## src/rtl/ffld_seq.sv

```systemverilog
module ffld_seq #(
  parameter int NREG  = 128,
  parameter int XLEN  = 64,
  parameter int OFF_W = 16,
  localparam int RI_W = $clog2(NREG),
  localparam int VL_W = RI_W + 1
) (
  input  logic            clk,
  input  logic            rst_n,
  input  logic            start,
  input  logic [RI_W-1:0] start_ra,
  input  logic [RI_W-1:0] start_rt,
  input  logic [OFF_W-1:0] start_off,
  input  logic [VL_W-1:0] start_vl,
  input  logic            start_rc,
  input  logic            start_vli,
  input  logic            start_tbit,
  output logic [RI_W-1:0] rf_rd_addr,
  input  logic [XLEN-1:0] rf_rd_data,
  output logic            rf_wr_en,
  output logic [RI_W-1:0] rf_wr_addr,
  output logic [XLEN-1:0] rf_wr_data,
  output logic            mem_req,
  output logic [XLEN-1:0] mem_addr,
  input  logic            mem_rsp_valid,
  input  logic [XLEN-1:0] mem_rsp_data,
  output logic            cr_wr_en,
  output logic [RI_W-1:0] cr_wr_idx,
  output logic [3:0]      cr_wr_val,
  output logic            done,
  output logic [VL_W-1:0] done_vl
);

  typedef enum logic [1:0] {S_IDLE, S_ISSUE, S_WAIT} st_t;

  st_t              st;
  logic [RI_W-1:0]  ra_q, rt_q;
  logic [OFF_W-1:0] off_q;
  logic [VL_W-1:0]  vl_q, idx_q;
  logic             rc_q, vli_q, tbit_q;

  logic take, lt, eq, gt, hit, last;

  assign rf_rd_addr = ra_q + idx_q[RI_W-1:0];
  assign mem_addr   = rf_rd_data + {{(XLEN-OFF_W){off_q[OFF_W-1]}}, off_q};
  assign mem_req    = (st == S_ISSUE);

  assign take       = (st == S_WAIT) && mem_rsp_valid;
  assign rf_wr_en   = take;
  assign rf_wr_addr = rt_q + idx_q[RI_W-1:0];
  assign rf_wr_data = mem_rsp_data;

  assign lt = mem_rsp_data[XLEN-1];
  assign eq = (mem_rsp_data == '0);
  assign gt = !lt && !eq;
  assign cr_wr_en  = take && rc_q;
  assign cr_wr_idx = idx_q[RI_W-1:0];
  assign cr_wr_val = {lt, gt, eq, 1'b0};

  assign hit  = (eq == tbit_q);
  assign last = ((idx_q + VL_W'(1)) == vl_q);

  always_ff @(posedge clk or negedge rst_n) begin
    if (!rst_n) begin
      st      <= S_IDLE;
      ra_q    <= '0;
      rt_q    <= '0;
      off_q   <= '0;
      vl_q    <= '0;
      idx_q   <= '0;
      rc_q    <= 1'b0;
      vli_q   <= 1'b0;
      tbit_q  <= 1'b0;
      done    <= 1'b0;
      done_vl <= '0;
    end else begin
      done <= 1'b0;
      case (st)
        S_IDLE: if (start) begin
          ra_q   <= start_ra;
          rt_q   <= start_rt;
          off_q  <= start_off;
          vl_q   <= start_vl;
          rc_q   <= start_rc;
          vli_q  <= start_vli;
          tbit_q <= start_tbit;
          idx_q  <= '0;
          if (start_vl == '0) begin
            done    <= 1'b1;
            done_vl <= '0;
          end else begin
            st <= S_ISSUE;
          end
        end
        S_ISSUE: st <= S_WAIT;
        S_WAIT: if (mem_rsp_valid) begin
          if (hit) begin
            done    <= 1'b1;
            done_vl <= vli_q ? idx_q + VL_W'(1) : idx_q;
            st      <= S_IDLE;
          end else if (last) begin
            done    <= 1'b1;
            done_vl <= vl_q;
            st      <= S_IDLE;
          end else begin
            idx_q <= idx_q + VL_W'(1);
            st    <= S_ISSUE;
          end
        end
        default: st <= S_IDLE;
      endcase
    end
  end


  a_r4_one_outstanding: assert property (@(posedge clk) disable iff (!rst_n)
    mem_req |=> !mem_req);


  a_r5_cr_with_write: assert property (@(posedge clk) disable iff (!rst_n)
    cr_wr_en |-> rf_wr_en);


  a_r6_vl_bounded: assert property (@(posedge clk) disable iff (!rst_n)
    done |-> (done_vl <= vl_q));


  a_r10_done_quiet: assert property (@(posedge clk) disable iff (!rst_n)
    done |-> !mem_req);


  a_r10_done_after_load: assert property (@(posedge clk) disable iff (!rst_n)
    ($rose(done) && (vl_q != '0)) |-> $past(rf_wr_en));

endmodule

```

## config.mk

```make
export PLATFORM = sky130hd
export DESIGN_NAME = ffld_seq
export DESIGN_NICKNAME = d
export VERILOG_FILES = /design/src/rtl/ffld_seq.sv
export SDC_FILE = /design/constraint.sdc
export NUM_CORES = 1
export LEC_CHECK = 0
export ABC_AREA = 1
export BUFFER_PORTS_ARGS = -buffer_cell sky130_fd_sc_hd__buf_2
export CAP_MARGIN = 30
export CORE_MARGIN = 3
export CORE_UTILIZATION = 45
export DETAILED_ROUTE_END_ITERATION = 6
export PLACE_DENSITY = 0.74
export SLEW_MARGIN = 10
export SYNTH_ARGS = -nofsm -noshare
export SYNTH_HDL_FRONTEND = slang
export SYNTH_SLANG_ARGS = --single-unit
```

## constraint.sdc

```tcl
create_clock -name clk -period 4.9 [get_ports clk]
set_clock_uncertainty 0.05 [all_clocks]
set_input_delay 0.245 -clock clk [delete_from_list [all_inputs] [get_ports clk]]
set_output_delay 0.245 -clock clk [all_outputs]
set_load 0.02 [all_outputs]
```

==> results.py <==
metrics = {
    "synthesis": {
        "synth_nets": 1756,
        "yosysWarnings": 0,
        "synth_cell_types": 41,
        "synth-seq-cells": 60,
        "synthCells": 1504,
        "synth_area_leaders": "nand2_1 17%, dfrtp_1 17%, ha_1 11%",
        "synth_flop_cell": "dfrtp_1",
        "yosys.area.top_type": "nand2_1",
        "netlist_area_um2": 9050,
        "synth.yosys.seq_area_share_pct": 16.6,
        "synthArstFlopShare_pct": 100,
        "yosysTopAreaCellShare_pct": 16.9,
        "syn_avg_cell_area_um2": 6.02,
        "synth-edff-count": 0,
        "ys_top_cells_by_count": "407 x nand2_1, 220 x nor2_1, 210 x inv_1, 108 x a21oi_1, 88 x nand3_1",
        "synth.most_common_cell": "nand2_1",
    },
    "critical_path": {
        "crit_type": "reg2out",
        "r2r_end": "done_vl[6]",
        "reg2reg_slack_ps": 2690,
        "start_kind": "register",
        "crit_fanout": 21,
        "slowest_delay_ps": 530,
        "crit_arrival_ps": 3320,
        "r2r_start": "idx_q[0]",
        "slowest_stage": "dfrtp_1",
        "cp.required_ps": 4610,
        "setup.worst_path.start": "off_q[15]",
        "crit_end": "mem_addr[42]",
        "path_cells": "buf_16 > ha_1 > nand2_1 > nor2_1 > inv_1 > nor2_1 > inv_1 > o21ai_0 > inv_1 > nand3_1 > nor2_1 > nor2_1 > buf_2",
        "cpMostUsedCell": "nor2_1",
        "rr_worst_depth": 13,
        "end_kind": "output port",
    },
    "drt": {
        "routed_wl_um": 34300,
        "drt_iter0_drc": 814,
        "drt-vias-per-instance": 5.17,
        "vias": 10556,
        "post_drt_wl_per_cell_um": 16.8,
        "firstDrtPassIters": 6,
        "drc": 0,
        "ant_nets": 0,
    },
    "clock_network": {
        "root_buffer": "clkbuf_16",
        "clk_path_buf_depth": 2,
        "cts_setup_buffers": 0,
        "clock_sinks": 60,
        "hold_buffers": 0,
        "cts_tree": "done",
        "htreeDepth": 3,
        "cts_resized": 0,
        "worstSkewPairLatency_ps": 340,
        "cts_buffers": 9,
        "clk_pin_slew_worst_paths_ps": 60,
    },
    "floorplanning": {
        "core_area_um2": 19600,
        "ioPinCount": 338,
        "die_h_um": 148,
        "fp.dieW_um": 148,
        "dieArea_um2": 21800,
        "placementRows": 51,
        "start_util_pct": 46.2,
    },
    "global_route": {
        "grt_pass1_vias": 10004,
        "grt_max_degree": 61,
        "antenna_found_initial": 7,
        "grt_overflow": 0,
        "grt_pass1_wl_um": 52800,
        "grtUsageTotal_pct": 30.3,
    },
    "layout": {
        "syn2layout_area_growth_pct": 19.3,
        "drive_above_1_share_pct": 22.9,
        "nFillCells": 2077,
        "nets": 2021,
    },
    "sta": {
        "grt_setup_unrepaired": "no",
        "setup_violations": 0,
        "relSlewSlack_pct": 47.7,
        "whs_ps": 27.1,
        "layout_min_cycle_time_ps": 3610,
        "hold_viol": 0,
        "max_freq_ghz": 0.277,
        "slew_violations": 0,
        "tns_ps": 0,
        "worstMarginPinSlew_ps": 784,
        "fin_crit_sh_pct": 73.7,
    },
    "power_and_ir_drop": {
        "power.leakage_nw": 5.90,
        "irDropWorstVdd_v": 0.000428,
        "power_density_nw_per_um2": 709,
    },
    "placed_design": {
        "place_congestion": 1.02,
        "io_buffers": 336,
        "hpwlAfterDp_um": 30000,
    },
    "outcome": {
        "status": "finished, final reports clean",
    },
    "worst_hold_path": {
        "hp-class": "in2async",
    },
    "flow_run": {
        "drv_cap": 0,
    },
}
==> stage by stage <==
stage	area, µm²	util, %	instances	setup slack, ps	total power [mW]
floorplan	9050	-	1504	1890	5.03
CTS	10800	54.9	2038	1080	7.57
global placement	10500	53.3	2021	1400	6.90
global route	10800	55.1	2042	1120	8.28
detailed placement	10500	53.4	2022	1440	6.94
finish	10800	55.1	2043	1290	7.66
==> critical path, delay by kind of cell (launching register included) <==
family          cells  cell delay [ps]
flops               1              530
buf+inv             5              690
simple gates        6              890
fa+ha+maj           1              430
compound gates      1              430
==> registers in the layout, indices dropped and copies added (netlist names) <==
register	count
off_q	16
done_vl	8
idx_q	8
vl_q	8
ra_q	7
rt_q	7
st	2
done	1
rc_q	1
tbit_q	1
vli_q	1
==> cell families (layout without fill, tap and decap cells) <==
| group | count (synthesis) | count (layout) | share of synthesized area (%) |
|---|---|---|---|
| AOI/OAI and AO/OA | 211 | 211 | 12.5 |
| xor gates and xnor gates | 47 | 47 | 4.55 |
| adders and majority gates | 79 | 79 | 11.2 |
| buffers and inverters | 298 | 568 | 15.7 |
| DFF | 60 | 60 | 16.6 |
| muxes | 30 | 30 | 3.73 |
| other | 1 | 5 | 0.0414 |
| and+or+nand+nor | 778 | 778 | 35.7 |
==> final cells by class <==
class                      count  area, µm²  share of cell area [%]
multi-input combinational   1146       6120                    56.7
timing repair buffer         340       1740                    16.2
sequential                    60       1500                    13.9
inverter                     212        796                    7.37
tap                          265        332                    3.07
clock buffer                   9        225                    2.09
clock inverter                 7       60.1                   0.556
antenna                        4       10.0                  0.0927
==> power by group <==
group          internal [mW]  switching, mW  total (mW)
clock network          0.349          0.250       0.599
registers              0.707          0.187       0.895
logic                   1.99           4.17        6.16
total                   3.05           4.61        7.66
==> worst min path at each step <==
stage                             start     end  slack [ps]  cells past startpoint
after floorplan                   rst_n    done        -100                      0
after global placement    mem_rsp_valid   st[1]         390                      2
after detailed placement  mem_rsp_valid   st[1]         400                      2
after CTS                         rst_n  tbit_q          50                      2
after global routing      mem_rsp_valid   st[1]          60                      2
final                             rst_n   st[1]          30                      2
==> layout by cell type, fill, tap and decap left out, types with 5 or more instances in the layout <==
master	count
nand2_1	406
a21boi_0	5
o21bai_1	12
nand3_1	88
nand4_1	16
dfrtp_1	60
nor2_1	220
inv_1	210
nor4_1	6
clkbuf_16	9
buf_2	336
nor3_1	15
nand2_2	5
a21oi_1	108
xnor2_1	8
xor2_1	39
o21ai_0	75
mux2_2	30
ha_1	76
nand2_4	5
==> per-layer routing <==
layer / part of all wire (%) / vias up / global-route usage (%)
met4: 1.9 / 8 / 6.52
met5: 0.13 / - / 0
met2: 44 / 447 / 48.5
li1: - / 5287 / -
met3: 9.2 / 51 / 5.21
met1: 45 / 4763 / 43.1
(Power assumes the default switching activity.)
